[config.mk]
export PLATFORM = sky130hd
export DESIGN_NAME = dual_edge_counter
export DESIGN_NICKNAME = d
export VERILOG_FILES = /design/src/rtl/dual_edge_counter_pkg.sv /design/src/rtl/dec_reset_sync.sv /design/src/rtl/dec_sync_chain.sv /design/src/rtl/dec_event_detect.sv /design/src/rtl/dec_count_core.sv /design/src/rtl/dual_edge_counter.sv
export SDC_FILE = /design/constraint.sdc
export NUM_CORES = 1
export LEC_CHECK = 0
export ABC_AREA = 1
export ABC_CLOCK_PERIOD_IN_PS = 1600
export BUFFER_PORTS_ARGS = -buffer_cell sky130_fd_sc_hd__buf_4
export CORE_AREA = 5 5 48 50
export CTS_BUF_LIST = sky130_fd_sc_hd__clkbuf_16
export CTS_CLUSTER_DIAMETER = 80
export CTS_CLUSTER_SIZE = 12
export DETAILED_ROUTE_END_ITERATION = 10
export DIE_AREA = 0 0 53 55
export MAX_ROUTING_LAYER = met4
export PLACE_DENSITY = 0.58
export SLEW_MARGIN = 20
export SYNTH_ARGS = -nofsm -noshare
export SYNTH_HDL_FRONTEND = slang
export SYNTH_HIERARCHICAL = 1
export SYNTH_SLANG_ARGS = --single-unit
export TNS_END_PERCENT = 50
[constraint.sdc]
create_clock -name clk_i -period 1.6 [get_ports clk_i]
set_clock_uncertainty 0.05 [all_clocks]
set_input_delay 0.32 -clock clk_i [delete_from_list [all_inputs] [get_ports clk_i]]
set_output_delay 0.32 -clock clk_i [all_outputs]
set_load 0.01 [all_outputs]
[src/rtl/dual_edge_counter_pkg.sv]
package dual_edge_counter_pkg;

  typedef enum logic {
    CNT_BINARY = 1'b0,
    CNT_DECADE = 1'b1
  } cnt_mode_e;

  localparam int unsigned DEC_LAST = 9;

endpackage

[src/rtl/dec_reset_sync.sv]
module dec_reset_sync #(
  parameter int unsigned STAGES = 2
) (
  input  logic clk_i,
  input  logic rst_ni,
  output logic rst_no
);

  logic [STAGES-1:0] shift_q;
  logic [STAGES-1:0] shift_d;

  always_comb begin
    shift_d = {shift_q[STAGES-2:0], 1'b1};
  end

  always_ff @(posedge clk_i or negedge rst_ni) begin
    if (!rst_ni) begin
      shift_q <= '0;
    end else begin
      shift_q <= shift_d;
    end
  end

  assign rst_no = shift_q[STAGES-1];

endmodule

[src/rtl/dec_sync_chain.sv]
module dec_sync_chain #(
  parameter int unsigned STAGES = 2
) (
  input  logic clk_i,
  input  logic rst_ni,
  input  logic d_i,
  output logic q_o
);

  logic [STAGES-1:0] st_q;
  logic [STAGES-1:0] st_d;

  always_comb begin
    st_d = {st_q[STAGES-2:0], d_i};
  end

  always_ff @(posedge clk_i or negedge rst_ni) begin
    if (!rst_ni) begin
      st_q <= '0;
    end else begin
      st_q <= st_d;
    end
  end

  assign q_o = st_q[STAGES-1];

endmodule

[src/rtl/dec_event_detect.sv]
module dec_event_detect (
  input  logic clk_i,
  input  logic rst_ni,
  input  logic tick_s_i,
  input  logic gate_s_i,
  output logic step_o
);

  logic tick_q, tick_d;
  logic gate_q, gate_d;
  logic tick_rise;
  logic gate_fall;

  always_comb begin
    tick_d    = tick_s_i;
    gate_d    = gate_s_i;
    // previous values qualify each edge, so a simultaneous swap still counts
    tick_rise = tick_s_i & ~tick_q & gate_q;
    gate_fall = ~gate_s_i & gate_q & ~tick_q;
    step_o    = tick_rise | gate_fall;
  end

  always_ff @(posedge clk_i or negedge rst_ni) begin
    if (!rst_ni) begin
      tick_q <= 1'b0;
      gate_q <= 1'b0;
    end else begin
      tick_q <= tick_d;
      gate_q <= gate_d;
    end
  end

  // a step only follows a change on one of the synchronized inputs
  p_step_needs_edge_r2 : assert property (@(posedge clk_i) disable iff (!rst_ni)
    step_o |-> (tick_s_i != tick_q) || (gate_s_i != gate_q));

  // a clock rise with enable previously low never steps unless enable also falls
  p_rise_blocked_r3 : assert property (@(posedge clk_i) disable iff (!rst_ni)
    (!gate_q && $stable(gate_s_i)) |-> !step_o);

  // an enable fall with the clock previously high never steps
  p_fall_blocked_r5 : assert property (@(posedge clk_i) disable iff (!rst_ni)
    (tick_q && tick_s_i) |-> !step_o);

endmodule

[src/rtl/dec_count_core.sv]
module dec_count_core
  import dual_edge_counter_pkg::*;
#(
  parameter int unsigned CNT_W = 4,
  parameter cnt_mode_e   MODE  = CNT_DECADE
) (
  input  logic             clk_i,
  input  logic             rst_ni,
  input  logic             step_i,
  input  logic             clear_i,
  output logic [CNT_W-1:0] count_o,
  output logic             tc_o
);

  localparam logic [CNT_W-1:0] LAST =
    (MODE == CNT_DECADE) ? CNT_W'(DEC_LAST) : {CNT_W{1'b1}};

  logic [CNT_W-1:0] cnt_q, cnt_d;
  logic             cnt_en;

  always_comb begin
    cnt_en = clear_i | step_i;
    if (clear_i) begin
      cnt_d = '0;
    end else if (cnt_q >= LAST) begin
      // covers the wrap and any out-of-range decade state
      cnt_d = '0;
    end else begin
      cnt_d = cnt_q + 1'b1;
    end
  end

  always_ff @(posedge clk_i or negedge rst_ni) begin
    if (!rst_ni) begin
      cnt_q <= '0;
    end else if (cnt_en) begin
      cnt_q <= cnt_d;
    end
  end

  assign count_o = cnt_q;
  assign tc_o    = (cnt_q == LAST);

  // clear forces zero on the next edge
  p_clear_zero_r8 : assert property (@(posedge clk_i) disable iff (!rst_ni)
    clear_i |=> (count_o == '0));

  // no event, no change
  p_hold_r11 : assert property (@(posedge clk_i) disable iff (!rst_ni)
    (!clear_i && !step_i) |=> $stable(count_o));

  // a step below the last state adds one
  p_inc_r2 : assert property (@(posedge clk_i) disable iff (!rst_ni)
    (!clear_i && step_i && (count_o < LAST)) |=> (count_o == $past(count_o) + 1'b1));

  // a step at terminal count returns to zero
  p_wrap_r7 : assert property (@(posedge clk_i) disable iff (!rst_ni)
    (!clear_i && step_i && tc_o) |=> (count_o == '0));

  if (MODE == CNT_DECADE) begin : g_dec_range
    // decade counting never leaves 0..9
    p_dec_range_r7 : assert property (@(posedge clk_i) disable iff (!rst_ni)
      count_o <= LAST);
  end

endmodule

[src/rtl/dual_edge_counter.sv]
module dual_edge_counter
  import dual_edge_counter_pkg::*;
#(
  parameter int unsigned CNT_W       = 4,
  parameter cnt_mode_e   MODE        = CNT_DECADE,
  parameter int unsigned SYNC_STAGES = 2
) (
  input  logic             clk_i,
  input  logic             rst_ni,
  input  logic             cnt_clk_i,
  input  logic             cnt_en_i,
  input  logic             clear_i,
  output logic [CNT_W-1:0] count_o,
  output logic             tc_o
);

  localparam int unsigned N_IN = 3;
  localparam int unsigned IDX_TICK  = 0;
  localparam int unsigned IDX_GATE  = 1;
  localparam int unsigned IDX_CLEAR = 2;

  logic            rst_n;
  logic [N_IN-1:0] raw_in;
  logic [N_IN-1:0] sync_in;
  logic            step;

  dec_reset_sync #(.STAGES(SYNC_STAGES)) i_rst_sync (
    .clk_i  (clk_i),
    .rst_ni (rst_ni),
    .rst_no (rst_n)
  );

  assign raw_in[IDX_TICK]  = cnt_clk_i;
  assign raw_in[IDX_GATE]  = cnt_en_i;
  assign raw_in[IDX_CLEAR] = clear_i;

  for (genvar g = 0; g < N_IN; g++) begin : g_sync
    dec_sync_chain #(.STAGES(SYNC_STAGES)) i_sync (
      .clk_i  (clk_i),
      .rst_ni (rst_n),
      .d_i    (raw_in[g]),
      .q_o    (sync_in[g])
    );
  end

  dec_event_detect i_detect (
    .clk_i    (clk_i),
    .rst_ni   (rst_n),
    .tick_s_i (sync_in[IDX_TICK]),
    .gate_s_i (sync_in[IDX_GATE]),
    .step_o   (step)
  );

  dec_count_core #(.CNT_W(CNT_W), .MODE(MODE)) i_core (
    .clk_i   (clk_i),
    .rst_ni  (rst_n),
    .step_i  (step),
    .clear_i (sync_in[IDX_CLEAR]),
    .count_o (count_o),
    .tc_o    (tc_o)
  );

  // while the synchronized clear stays high the count stays at zero
  p_clear_holds_r8 : assert property (@(posedge clk_i) disable iff (!rst_n)
    ($past(sync_in[IDX_CLEAR]) && sync_in[IDX_CLEAR]) |-> (count_o == '0));

endmodule

== Word-level counts from Yosys, hierarchy flattened ==
Index checks and enable logic that the tools add are counted.

* $add $sub $neg: 1
* Order comparisons: 1
* Equality and inequality tests: 1
* Multiplexer cells: 2
* Bitwise operators: 8

{| class="wikitable"
|+ Operators with widths
! kind !! count
|-
| $mux 4 || 2
|-
| $add 4x1->4 const B || 1
|-
| $and 1x1->1 || 4
|-
| $eq 4x4->1 const B || 1
|-
| $ge 4x4->1 const B || 1
|-
| $not 1->1 || 2
|-
| $or 1x1->1 || 2
|}

* Bits in registers: 14
* Input bits: 5

== Longest topological paths before layout ==
* Depth after elaboration: 5
* Mapped depth: 9
* Depth with buffers taken out: 9

== Modules after synthesis ==
The synthesis kept the hierarchy.

{| class="wikitable"
|+ By module, submodules not included
! module !! instances !! cells an instance !! area an instance (um^2) !! seq. area each (um^2)
|-
| dec_count_core || 1 || 35 || 254.0 || 100.1
|-
| dec_sync_chain || 3 || 2 || 50.0 || 50.0
|-
| dec_event_detect || 1 || 7 || 68.8 || 50.0
|-
| dec_reset_sync || 1 || 3 || 53.8 || 50.0
|}

== Least setup slack after synthesis ==
OpenSTA, ideal clock, no wires.

* Path kind: reg2out
* Start: register i_core.cnt_q[1] (netlist: i_core/count_o[1])
* End: output tc_o
* Data arrival time: 882 ps
* Path slack: 348 ps
* Stages on the path, launching flop included: 5
* Buffers on the path: 0
* Path through: dfrtp_1 > inv_1 > ha_1 > nand2_1 > nor2_1

* Cells in the longest elaborated chain, start to end: 1

{| class="wikitable"
|+ Ends and longest elaborated chain
! what !! RTL line !! RTL
|-
| start, declared || dec_count_core.sv:18 || <nowiki>logic [CNT_W-1:0] cnt_q, cnt_d;</nowiki>
|-
| start signal, assigned || dec_count_core.sv:37 || <nowiki>cnt_q <= cnt_d;</nowiki>
|-
| $eq 4x4->1 || dec_count_core.sv:42 || <nowiki>assign tc_o = (cnt_q == LAST);</nowiki>
|-
| end, declared || dual_edge_counter.sv:14 || <nowiki>output logic tc_o</nowiki>
|}

No other way between the ends.

== Worst setup path after layout ==
* Start: register i_core.cnt_q[0] (netlist: i_core/count_o[0])
* End: output tc_o

The elaborated chain is that of the path after synthesis.

==> run_results.csv <==
group,metric,value,unit
run_status,status,"finished clean",
floorplanning,fp.coreArea,0.00186,mm^2
floorplanning,rows,16,
logic_synthesis,ys_ff_latch,14,
layout,drive_gt1_share,24.2,%
logic_synthesis,yosys.area_share.simple,15.4,%
timing,setup_slack,102,ps
logic_synthesis,synth-compound-area-share,3.80,%
floorplanning,io_pins,10,
pwr,fin_total_pwr,1.01,mW
global_route,grt_overflow,0,
clock_network,clkSinkCount,14,
timing,drv_slew,0,
floorplanning,die_area,0.00292,mm^2
critical_path,crit_arrival,1130,ps
drt,drc_errors,0,
clock_network,clockRootBuffer,"clkbuf_16",
logic_synthesis,synth_area_per_cell,10.3,um^2
global_route,grt_antenna_before_repair,0,
pwr,powerDensity,1390,mW/mm^2
clock_network,htree_num_levels,1,
clock_network,cts_resized,0,
logic_synthesis,ys_types,12,
layout,area_growth,37.5,%
layout,nets,75,
worst_hold_path,holdCritPathClass,"reg2async",
place,dp_hpwl,599,um
logic_synthesis,yosysSeqAreaShare,66.5,%
global_route,grt_pass1_vias,355,
layout,fillCellCount,184,
clock_network,clk_pin_slew_worst_paths,40,ps
logic_synthesis,synthCells,51,
floorplanning,die_w,53,um
timing,rsz0062_at_grt,"no",
logic_synthesis,syn-cell-area,527,um^2
layout,multiInputGateArea,143,um^2
timing,fin_crit_sh,93.6,%
clock_network,cts_tree,"done",
logic_synthesis,synth_xor_area_share,0,%
timing,tns,0,ps
pwr,leakage,0.374,nW
critical_path,crit_fanout,5,
critical_path,cp.required,1230,ps
critical_path,critPathKind,"reg2out",
drt,viasPerCell,3.76,
place,place_ws,320,ps
drt,ant_nets,0,
layout,diodes,0,
critical_path,worst_setup_path_end_kind,"output port",
logic_synthesis,netlist_top_cells_area,"dfrtp_1 (67%), ha_1 (7.1%), nand2_1 (7.1%), inv_1 (4.3%), nor2_1 (4.3%)",
floorplanning,start_util,28.3,%
clock_network,clk_path_buf_depth,2,
drt,drt-total-wl,770,um
timing,setup_violations,0,
place,gp_congestion,0.760,
logic_synthesis,synth_top_family_by_area,"simple AND/OR/NAND/NOR gates",
global_route,grt_pass1_wl,1480,um
global_route,grt_max_degree,13,
logic_synthesis,yosysTopAreaCellShare,66.5,%
drt,drt-wirelength-per-cell,8.28,um
timing,finalHoldViolCount,0,
drt,firstDrtPassIters,4,
timing,clock.fmax,668,MHz
job,cap_violations,0,
drt,drt-initial-drc-count,3,
global_route,grt_usage,7.75,%
place,port_buffers,9,
pwr,peakVddDrop,747,uV
logic_synthesis,synthAdderAreaFrac,7.13,%
floorplanning,die_y,55,um
critical_path,start_kind,"register",
clock_network,numCtsBuffers,3,
timing,finalWorstPathRequiredPeriod,1500,ps
layout,utilization,38.9,%
clock_network,insertion_delay,240,ps
drt,via_count,350,
logic_synthesis,syn_nets,59,
logic_synthesis,yosysTopAreaCell,"dfrtp_1",
logic_synthesis,muxShareOfSynthArea,0,%
layout,regArea,350,um^2
logic_synthesis,synth_warnings,6,
## Yosys cell counts
cell type and count:
nor2_2 1, inv_2 2, nor2_1 6, clkinv_1 1, nand3_1 3, a21oi_1 2, o21ai_1 2, dfrtp_1 14
inv_1 6, nand2_1 10, ha_1 3, conb_1 1
## state kept, by name (all words and copies together) (netlist names)
signal	count
g_sync.i_sync/st_q	6
i_detect/gate_q	1
i_core/count_o	4
i_rst_sync/shift_q	2
i_detect/tick_q	1
## power by group
| group | internal (mW) | switching, mW |
|---|---|---|
| Combinational | 0.0666 | 0.0693 |
| Sequential | 0.386 | 0.0316 |
| Clock | 0.329 | 0.126 |
## timing repair
action / 4_1_cts / 5_1_grt
setup buffers: 0 / 1
hold buffers: 1 / 0
endpoints found under the hold margin: 2 / 0
setup endpoints to repair: 0 / 1
## area by class of cell
class / instances / area share, %
Clock buffer: 3 / 10.4
Clock inverter: 1 / 0.518
Inverter: 9 / 4.66
Multi-Input combinational cell: 28 / 19.7
Sequential cell: 14 / 48.4
Tap cell: 27 / 4.66
Timing Repair Buffer: 11 / 11.7
## cells by family after synthesis
logic type               count (synthesis)
adder cells (fa/ha/maj)                  3
flip-flops                              14
AO/OA/AOI/OAI                            4
buffers and inverters                    9
other                                    1
AND/OR/NAND/NOR                         20
## final timing paths
| kind | startpoint | to | slack [ps] | cells after the start |
|---|---|---|---|---|
| setup / recovery | i_core/count_o[0] | tc_o | 100 | 4 |
| hold / removal | i_rst_sync/shift_q[1] | g_sync[2].i_sync/st_q[1] | 130 | 0 |
| setup reg to reg | i_core/count_o[0] | i_core/count_o[3] | 350 | 8 |
| hold reg to reg | i_rst_sync/shift_q[1] | g_sync[2].i_sync/st_q[1] | 130 | 0 |
| max in group asynchronous | i_rst_sync/shift_q[1] | i_core/count_o[1] | 1060 | 0 |
| min in group clk_i | cnt_clk_i | g_sync[0].i_sync/st_q[0] | 140 | 1 |
## critical path: stages (launching register included)
cell     delay (ps)
dfrtp_1         420
ha_1            230
nand2_1          70
nor2_1           30
buf_4           140
## cells in the final DEF (no fill, tap or decap), drive strengths merged
master and count:
dfrtp 14, nand2 10, dlygate4sd3 1, conb 1, inv 8, nor2 7, clkinv 2, clkbuf 3
ha 3, a21oi 2, buf 10, nand3 3, o21ai 2
## routing by layer
layer | share of wire (%) | up-vias | global-route usage [%] | wire [um]
met5 | 0 | - | - | 0
met1 | 48 | 156 | 8.51 | 368
met2 | 43 | 9 | 10.3 | 334
met4 | 2.6 | 0 | 7.66 | 20
met3 | 6.0 | 4 | 3.22 | 46
li1 | - | 181 | - | -
## through the flow
step | instances | hold WS (ps) | area [um^2]
after floorplan | 51 | -25.6 | 527
after global placement | 87 | 53.5 | 628
after detailed placement | 87 | 55.0 | 628
after CTS | 92 | 129 | 717
after global routing | 93 | 128 | 724
final | 93 | 129 | 724
(Power assumes the default switching activity.)
